--- src/rtl/ptx_pkg.sv ---
package ptx_pkg;
    localparam int BUS_W  = 16;
    localparam int BYTE_W = 8;

    typedef enum logic [1:0] {
        ST_IDLE,
        ST_FETCH,
        ST_SEND,
        ST_DONE
    } ptx_state_e;

    localparam logic [2:0] WC_16 = 3'b000;
    localparam logic [2:0] WC_8  = 3'b001;
    localparam logic [2:0] WC_4  = 3'b010;
    localparam logic [2:0] WC_2  = 3'b011;
    localparam logic [2:0] WC_1  = 3'b100;

    // lane bits per bus cycle; undefined codes behave as 8
    function automatic logic [3:0] lane_bits(input logic [2:0] code);
        case (code)
            WC_4:    lane_bits = 4'd4;
            WC_2:    lane_bits = 4'd2;
            WC_1:    lane_bits = 4'd1;
            default: lane_bits = 4'd8;
        endcase
    endfunction

    // index of the last beat of a byte (beats - 1)
    function automatic logic [2:0] last_beat_idx(input logic [2:0] code);
        case (code)
            WC_4:    last_beat_idx = 3'd1;
            WC_2:    last_beat_idx = 3'd3;
            WC_1:    last_beat_idx = 3'd7;
            default: last_beat_idx = 3'd0;
        endcase
    endfunction
endpackage

--- src/rtl/ptx_slice.sv ---
module ptx_slice
    import ptx_pkg::*;
(
    input  logic [BUS_W-1:0]  word,
    input  logic [2:0]        code,
    input  logic              lsb_first,
    output logic [BUS_W-1:0]  lane,
    output logic [BYTE_W-1:0] rest
);
    localparam int PAD_W = BUS_W - BYTE_W;

    logic [3:0]        k;
    logic [BYTE_W-1:0] mask;
    logic [BYTE_W-1:0] low;

    always_comb begin
        k    = lane_bits(code);
        mask = BYTE_W'((9'd1 << k) - 9'd1);
        low  = word[BYTE_W-1:0];
        lane = {{PAD_W{1'b0}}, low};
        rest = low;
        if (code == WC_16) begin
            lane = word;
        end else if (k < 4'd8) begin
            if (lsb_first) begin
                lane = {{PAD_W{1'b0}}, low & mask};
                rest = low >> k;
            end else begin
                lane = {{PAD_W{1'b0}}, low >> (4'd8 - k)};
                rest = low << k;
            end
        end
    end
endmodule

--- src/rtl/ptx_irq.sv ---
module ptx_irq #(
    parameter int N = 2
) (
    input  logic         clk,
    input  logic         rst_n,
    input  logic [N-1:0] set,
    input  logic [N-1:0] clr,
    input  logic [N-1:0] ena,
    output logic [N-1:0] raw,
    output logic [N-1:0] st,
    output logic         irq
);
    for (genvar i = 0; i < N; i++) begin : g_bit
        always_ff @(posedge clk or negedge rst_n) begin
            if (!rst_n)      raw[i] <= 1'b0;
            else if (set[i]) raw[i] <= 1'b1;
            else if (clr[i]) raw[i] <= 1'b0;
        end


        raw_sticky_chk: assert property (@(posedge clk) disable iff (!rst_n)
            (raw[i] && !clr[i]) |=> raw[i]);

        raw_set_chk: assert property (@(posedge clk) disable iff (!rst_n)
            set[i] |=> raw[i]);
    end

    always_comb begin
        st  = raw & ena;
        irq = |st;
    end
endmodule

--- src/rtl/ptx_unpack.sv ---
module ptx_unpack
    import ptx_pkg::*;
#(
    parameter int LEN_W = 16
) (
    input  logic              clk,
    input  logic              rst_n,
    input  logic              start,
    input  logic [LEN_W-1:0]  byte_len,
    input  logic [2:0]        width_code,
    input  logic              lsb_first,
    input  logic [BUS_W-1:0]  idle_val,
    input  logic              valid_en,
    input  logic              gate_en,
    input  logic [1:0]        int_ena,
    input  logic [1:0]        int_clr,
    input  logic [BYTE_W-1:0] s_data,
    input  logic              s_valid,
    output logic              s_ready,
    output logic [BUS_W-1:0]  bus_data,
    output logic              bus_valid,
    output logic              clk_en,
    output logic              tx_ready,
    output logic              eof,
    output logic [1:0]        int_raw,
    output logic [1:0]        int_st,
    output logic              irq
);
    localparam int PAD_W = BUS_W - BYTE_W;

    ptx_state_e        state_q, state_d;
    logic [LEN_W-1:0]  cnt_q;
    logic [BUS_W-1:0]  word_q;
    logic [BYTE_W-1:0] hold_q;
    logic              half_q;
    logic [2:0]        beat_q;
    logic [2:0]        code_q;
    logic              lsb_q;

    logic              last_beat, more, take, is16, pair_first, sending;
    logic [BUS_W-1:0]  lane;
    logic [BYTE_W-1:0] rest;

    always_comb begin
        last_beat  = (beat_q == 3'd0);
        more       = (cnt_q != '0);
        is16       = (code_q == WC_16);
        pair_first = is16 && !half_q && (cnt_q > LEN_W'(1));
        s_ready    = (state_q == ST_FETCH) ||
                     ((state_q == ST_SEND) && last_beat && more);
        take       = s_ready && s_valid;
    end

    // state register
    always_ff @(posedge clk or negedge rst_n) begin
        if (!rst_n) state_q <= ST_IDLE;
        else        state_q <= state_d;
    end

    always_comb begin
        state_d = state_q;
        unique case (state_q)
            ST_IDLE:  if (start) state_d = (byte_len == '0) ? ST_DONE : ST_FETCH;
            ST_FETCH: if (take)  state_d = pair_first ? ST_FETCH : ST_SEND;
            ST_SEND: begin
                if (last_beat) begin
                    if (!more)     state_d = ST_DONE;
                    else if (take) state_d = pair_first ? ST_FETCH : ST_SEND;
                    else           state_d = ST_FETCH;
                end
            end
            ST_DONE:  state_d = ST_IDLE;
        endcase
    end

    // datapath: byte counter, word register, beat counter
    always_ff @(posedge clk or negedge rst_n) begin
        if (!rst_n) begin
            cnt_q  <= '0;
            word_q <= '0;
            hold_q <= '0;
            half_q <= 1'b0;
            beat_q <= 3'd0;
            code_q <= WC_16;
            lsb_q  <= 1'b0;
        end else if (state_q == ST_IDLE) begin
            if (start) begin
                cnt_q  <= byte_len;
                code_q <= width_code;
                lsb_q  <= lsb_first;
                half_q <= 1'b0;
                beat_q <= 3'd0;
            end
        end else if (take) begin
            cnt_q <= cnt_q - LEN_W'(1);
            if (pair_first) begin
                hold_q <= s_data;
                half_q <= 1'b1;
            end else begin
                word_q <= (is16 && half_q) ? {s_data, hold_q} : {{PAD_W{1'b0}}, s_data};
                half_q <= 1'b0;
                beat_q <= last_beat_idx(code_q);
            end
        end else if (state_q == ST_SEND && !last_beat) begin
            word_q[BYTE_W-1:0] <= rest;
            beat_q             <= beat_q - 3'd1;
        end
    end

    ptx_slice u_slice (
        .word      (word_q),
        .code      (code_q),
        .lsb_first (lsb_q),
        .lane      (lane),
        .rest      (rest)
    );

    // outputs
    always_comb begin
        sending   = (state_q == ST_SEND);
        bus_data  = sending ? lane : idle_val;
        bus_valid = sending && valid_en;
        clk_en    = !gate_en || sending;
        tx_ready  = (state_q == ST_IDLE);
        eof       = (state_q == ST_DONE);
    end

    ptx_irq #(.N(2)) u_irq (
        .clk   (clk),
        .rst_n (rst_n),
        .set   ({eof, (state_q == ST_FETCH) && !s_valid}),
        .clr   (int_clr),
        .ena   (int_ena),
        .raw   (int_raw),
        .st    (int_st),
        .irq   (irq)
    );


    no_overread_chk: assert property (@(posedge clk) disable iff (!rst_n)
        s_ready |-> (cnt_q != '0));

    ready_after_eof_chk: assert property (@(posedge clk) disable iff (!rst_n)
        eof |=> tx_ready);

    idle_bus_chk: assert property (@(posedge clk) disable iff (!rst_n)
        tx_ready |-> (bus_data == idle_val));

    narrow_lane_chk: assert property (@(posedge clk) disable iff (!rst_n)
        (bus_valid && code_q == WC_1) |-> (bus_data[BUS_W-1:1] == '0));
endmodule

--- config.mk ---
export PLATFORM = sky130hd
export DESIGN_NAME = ptx_unpack
export DESIGN_NICKNAME = d
export VERILOG_FILES = /design/src/rtl/ptx_pkg.sv /design/src/rtl/ptx_slice.sv /design/src/rtl/ptx_irq.sv /design/src/rtl/ptx_unpack.sv
export SDC_FILE = /design/constraint.sdc
export NUM_CORES = 1
export LEC_CHECK = 0
export ABC_AREA = 1
export BUFFER_PORTS_ARGS = -buffer_cell sky130_fd_sc_hd__buf_4
export CORE_ASPECT_RATIO = 1.2
export CORE_MARGIN = 2
export CORE_UTILIZATION = 57
export CTS_CLUSTER_SIZE = 20
export DETAILED_ROUTE_END_ITERATION = 12
export GPL_TIMING_DRIVEN = 1
export PLACE_DENSITY = 0.81
export SETUP_SLACK_MARGIN = 0.5
export SLEW_MARGIN = 25
export SYNTH_ARGS = -nofsm -noshare
export SYNTH_HDL_FRONTEND = slang
export SYNTH_HIERARCHICAL = 1
export SYNTH_SLANG_ARGS = --single-unit
--- constraint.sdc ---
create_clock -name clk -period 3.4 [get_ports clk]
set_input_delay 0.34 -clock clk [delete_from_list [all_inputs] [get_ports clk]]
set_output_delay 0.34 -clock clk [all_outputs]
set_load 0.01 [all_outputs]
; ---- After elaboration in Yosys (flattened, before gate mapping)
; Index checks and enable logic that the tools add are counted.
[classes]
n_lt_le_gt_ge = 2
n_bitwise = 4
n_mux = 37
add_sub_neg = 4
n_shift = 4
eq_ne = 12
reduce_logical = 34
[op_table]
columns = op, count
row1 = $mux W16, 7
row2 = $mux W8, 7
row3 = $gt A16 B1 Y1 const B, 1
row4 = $logic_not A16 Y1, 1
row5 = $reduce_bool A16 Y1, 1
row6 = $shr A8 B4 Y8, 2
row7 = $sub A16 B1 Y16 const B, 1
row8 = $mux W3, 5
row9 = $mux W2, 7
row10 = $pmux W4 S3, 1
row11 = $reduce_and A3 Y1, 4
row12 = $ne A2 B2 Y1 const B, 5
row13 = $reduce_bool A2 Y1, 5
row14 = $logic_and A1 B1 Y1, 9
row15 = $pmux W3 S3, 1
row16 = $and A8 B8 Y8, 1
row17 = $mux W1, 8
row18 = $pmux W2 S4, 1
row19 = $shl A1 B4 Y8 const A, 1
row20 = $shl A8 B4 Y8, 1
row21 = $sub A8 B1 Y8 const B, 1
row22 = $eq A3 B2 Y1 const B, 2
row23 = $logic_not A3 Y1, 2
row24 = $reduce_and A5 Y1, 1
row25 = 15 further kinds, 22
[totals]
wordCells = 108
reg_bits = 52

; ---- Logic depth before layout (Yosys ltp)
[logic_depth]
depth_word = 9
mapped_depth = 18

; ---- Cells and area by module
; The synthesis kept the hierarchy.
[by_module_without_submodules]
columns = mod, cells_each, instances, area_each_um2, seq_area_each_um2
row1 = ptx_unpack, 462, 1, 3160.5, 1251.2
row2 = ptx_slice, 240, 1, 1176.1, 0.0
row3 = ptx_irq, 15, 1, 98.8, 50.0

; ---- Least setup slack after synthesis
; Ideal clock, no wire load.
[synth_timing]
path_kind = reg2out
from = register code_q[1]
to = output bus_data[0]
arrival_time_ps = 2490
path_stages_with_launch = 18
slack_ps = 570
path_cell_list = dfrtp_1 > nor2_4 > nand2_4 > nand2_2 > inv_1 > ha_1 > buf_4 > nor2_4 > inv_2 > ha_1 > inv_1 > nor3_1 > nand2_1 > nand3_1 > nand2_1 > nand2_1 > nand2_1 > nand2_1
[synth_via]
elab_chain_len = 9
[synth_lines]
columns = element, line
row1 = start: declaration, ptx_unpack.sv:37  ; logic [2:0] code_q;
row2 = start signal: assignment, ptx_unpack.sv:89  ; code_q <= width_code;
row3 = $eq A3 B3 Y1 or $eq A3 B2 Y1 (tied branches), ptx_pkg.sv:20  ; case (code)
row4 = $pmux W4 S3, ptx_pkg.sv:20
row5 = $shl A1 B4 Y8, ptx_slice.sv:18  ; mask = BYTE_W'((9'd1 << k) - 9'd1);
row6 = $sub A8 B1 Y8, ptx_slice.sv:18
row7 = $and A8 B8 Y8, ptx_slice.sv:26  ; lane = {{PAD_W{1'b0}}, low & mask};
row8 = $mux W8, ptx_slice.sv:25  ; if (lsb_first) begin
row9 = $mux W16, ptx_slice.sv:24  ; end else if (k < 4'd8) begin
row10 = $mux W16 *, ptx_slice.sv:22  ; if (code == WC_16) begin
row11 = net lane[0], ptx_unpack.sv:41  ; logic [BUS_W-1:0] lane;
row12 = $mux W16 *, ptx_unpack.sv:121  ; bus_data = sending ? lane : idle_val;
row13 = end: declaration, ptx_unpack.sv:20  ; output logic [BUS_W-1:0] bus_data,
; Mark *: on every way through the listed nets, which the timed path passes. The rest lies on a longest branch.

; ---- Worst setup path in the final report
[layout_timing]
from = register code_q[0]
to = output bus_data[3]
; Same word-level chain as after synthesis.

==> impl_metrics.py <==
metrics = {
    "clock_tree": {
        "cts.root.buffer_cell": "clkbuf_8",
        "cts_tree": "built",
        "numCtsBuffers": 5,
        "clock-sinks": 52,
        "clk_pin_slew_ns": 0.10,
        "cts_max_path_buffers": 2,
        "clock_latency_ns": 0.31,
        "h-tree-depth": 2,
    },
    "logic_synthesis": {
        "synth_top_area_cell": "dfrtp_1",
        "synth_top_family_by_area": "simple AND/OR/NAND/NOR gates",
        "async_reset_ff_frac": 1.000,
        "synth_common_cells": "267 x nand2_1, 76 x inv_1, 63 x nand3_1",
        "synthXorXnorAreaFrac": 0.005924,
        "ys_seq_area_frac": 0.2934,
        "synth_cell_types": 36,
        "synthMuxAreaShare": 0.002257,
        "ys_top_cells_by_area": "dfrtp_1 29%, nand2_1 23%, nand3_1 7.1%",
        "synth.avg_cell_area_um2": 6.186,
        "netlist.area_leader.share": 0.2934,
        "synth-edff-count": 0,
        "yosysMostFrequentCell": "nand2_1",
        "synth_ff_type": "dfrtp_1",
        "yosys.area_share.simple": 0.4336,
        "ys_warn_count": 6,
        "synthAdderAreaFrac": 0.02821,
        "synth-compound-area-share": 0.1329,
        "syn_area_um2": 4436,
        "ys_ff_latch": 52,
        "synth_nets": 781,
        "synthCells": 717,
    },
    "place": {
        "dp_hpwl_um": 9697,
        "placed_cells": 870,
        "portBuffers": 79,
        "gp_congestion": 1.005,
    },
    "job": {
        "cap_violations": 0,
    },
    "grt": {
        "track_usage": 0.3104,
        "antenna_found_initial": 0,
        "grt.overflow.total": 0,
        "grt_pass1_vias": 4675,
        "grt_max_degree": 53,
        "grt_pass1_wl_um": 21400,
    },
    "sta": {
        "fmax_mhz": 345.7,
        "fin_crit_sh": 0.8509,
        "slew_headroom": 0.3879,
        "rsz0062_at_grt": "yes",
        "setup_viol": 0,
        "worst_pin_slew_ns": 0.9120,
        "fin_crit_ns": 2.893,
        "tns_ns": 0,
        "slew_violations": 0,
        "fin_skew_ns": 0.004752,
        "hold_viol_final": 0,
    },
    "power_and_ir_drop": {
        "power.density_nw_per_um2": 934.7,
        "p_comb_frac": 0.699,
        "peakVddDrop_mv": 0.5229,
        "internal_power_mw": 2.338,
        "p_leak_nw": 2.922,
        "p_total_mw": 5.087,
        "p_clk_frac": 0.073,
        "p_sw_frac": 0.5404,
        "p_seq_frac": 0.228,
        "switchingPower_mw": 2.749,
    },
    "critical_path": {
        "cp-start-kind": "flop",
        "end_kind": "output port",
        "critPathSlowestCell": "dfrtp_2",
        "worstPathCellList": "nor2_4, nand2_8, nand2_8, inv_8, ha_4, nor2_4, inv_4, ha_4, clkinvlp_4, nor2_1, nor2_1, nand2_1, nand2_1, nand2_1, nand2_1, nand2_1, nand2_1, buf_4",
        "cp.buffers_inverters": 4,
        "arrival_ns": 2.55,
        "crit_path_frequent_cell": "nand2_1",
        "crit_family": "simple AND/OR/NAND/NOR gates",
        "crit_fanout": 6,
        "cp.required_ns": 3.06,
        "critical_path.max_stage_delay_ns": 0.47,
        "critPathKind": "reg2out",
    },
    "run_status": {
        "outcome": "finished, final reports clean",
    },
    "die": {
        "ios": 80,
        "core_area_um2": 7620,
        "die_width_um": 84.53,
        "num_rows": 35,
        "die-height_um": 100.6,
        "dieArea_um2": 8506,
        "start_util": 0.5821,
    },
    "detailed_routing": {
        "viasPerCell": 5.463,
        "ant_nets": 0,
        "wl_per_cell_um": 14.45,
        "first_iter_violations": 340,
        "drc": 0,
        "vias": 4928,
        "first_pass_iters": 5,
        "drt-total-wl_um": 13040,
    },
    "final_layout": {
        "syn_to_final_growth_pct": 22.71,
        "finalNetCount": 873,
        "num_antenna_cells": 0,
        "fillers": 696,
        "fin_cells": 902,
        "drive_above_1_share": 0.2284,
    },
    "hold_path": {
        "hold_path_class": "in2async",
    },
}
[registers in the layout, indices dropped and copies added, names as in the netlist]
signal and cells:
cnt_q 16, word_q 16, hold_q 8, beat_q 3, code_q 3, state_q 2
u_irq/raw 2, half_q 1, lsb_q 1
[kinds of logic after synthesis]
| kind of cell | Yosys count |
|---|---|
| compound gates | 105 |
| xor+xnor | 3 |
| fa+ha+maj | 10 |
| buf+inv | 110 |
| flops | 52 |
| mux | 1 |
| simple gates | 436 |
[worst reg2reg max path, stage by stage (launching register included)]
cell and delay, ns:
dfrtp_2 0.47, nor2_4 0.17, nand2_8 0.08, nand2_8 0.10
inv_8 0.04, ha_4 0.16, buf_6 0.15, nor3_2 0.44
inv_2 0.14, nand3_1 0.10, nand2_1 0.05, nor2_1 0.09
o21ai_1 0.11, nand2_1 0.09, nand2_1 0.05, o21ai_1 0.08
nand2_1 0.06, nand2_1 0.07
[per-stage QoR]
stage	hold WS, ns	cell area [um2]	setup slack (ns)	util
after global routing	0.1030	5443	0.3504	0.7143
after global placement	0.4093	5044	0.3711	0.6619
after floorplan	0.04441	4436	0.5698	-
final	0.05212	5443	0.5070	0.7143
after CTS	0.07388	5313	0.5088	0.6972
after detailed placement	0.4177	5044	0.2803	0.6619
[metal layers]
layer,track usage,vias up,wire length [um]
li1,-,2462,-
met1,0.3661,2219,5140
met2,0.5591,197,6523
met3,0.03686,50,728
met4,0.1490,0,645
met5,0,-,0
[worst paths after layout]
path                                start           to  slack (ns)  cells after the start
worst min-delay path                rst_n    hold_q[0]        0.05                      1
worst min register to register  hold_q[7]    hold_q[7]        0.48                      2
max in group asynchronous           rst_n        lsb_q        2.87                      1
worst max register to register  code_q[0]    word_q[5]        0.90                     17
worst max-delay path            code_q[0]  bus_data[3]        0.51                     18
min in group clk                lsb_first        lsb_q        0.23                      3
[layout by cell type (no fill, tap or decap), types with 3 or more instances in the layout]
cell type / synthesis / layout
nand2_1: 267 / 267
buf_4: 4 / 104
inv_1: 76 / 72
nand3_1: 63 / 62
nor2_1: 57 / 56
dfrtp_1: 52 / 48
o21ai_1: 35 / 35
o21ai_0: 33 / 33
a21oi_1: 18 / 18
nand2_2: 13 / 11
inv_2: 11 / 10
nor2_2: 8 / 8
ha_1: 10 / 8
nor2_4: 5 / 6
nand2_4: 6 / 6
o31ai_1: 6 / 6
nand4_1: 5 / 5
clkbuf_8: 0 / 5
nor3_1: 5 / 4
dfrtp_2: 0 / 4
nand3_4: 1 / 3
xnor2_1: 3 / 3
o211ai_1: 3 / 3
o31ai_2: 3 / 3
inv_4: 0 / 3
o21ai_2: 3 / 3
[power groups by stage]
stage / Combinational, mW / Sequential, mW / Clock [mW]
2_1_floorplan: 2.39 / 1.08 / 0
3_3_place_gp: 3.04 / 1.17 / 0
3_5_place_dp: 3.09 / 1.17 / 0
4_1_cts: 3.33 / 1.15 / 0.377
5_1_grt: 3.95 / 1.19 / 0.399
6_report: 3.56 / 1.16 / 0.370
[layout make-up]
class,count,area [um2],area share
clock buffer,5,68.82,0.01264
clock inverter,3,21.27,0.003908
inverter,88,349.1,0.06414
multi-input combinational,555,2759,0.5069
sequential,52,1306,0.2400
tap,92,115.1,0.02115
timing repair buffer,107,823.3,0.1513
[timing repair]
item | CTS | global route
setup buffers | 13 | 11
setup endpoints to repair | 9 | 8
hold buffers | 0 | 0
resized for setup | 14 | 15
pin swaps | 5 | 8
No activity file was read; power rests on OpenSTA's default activity.
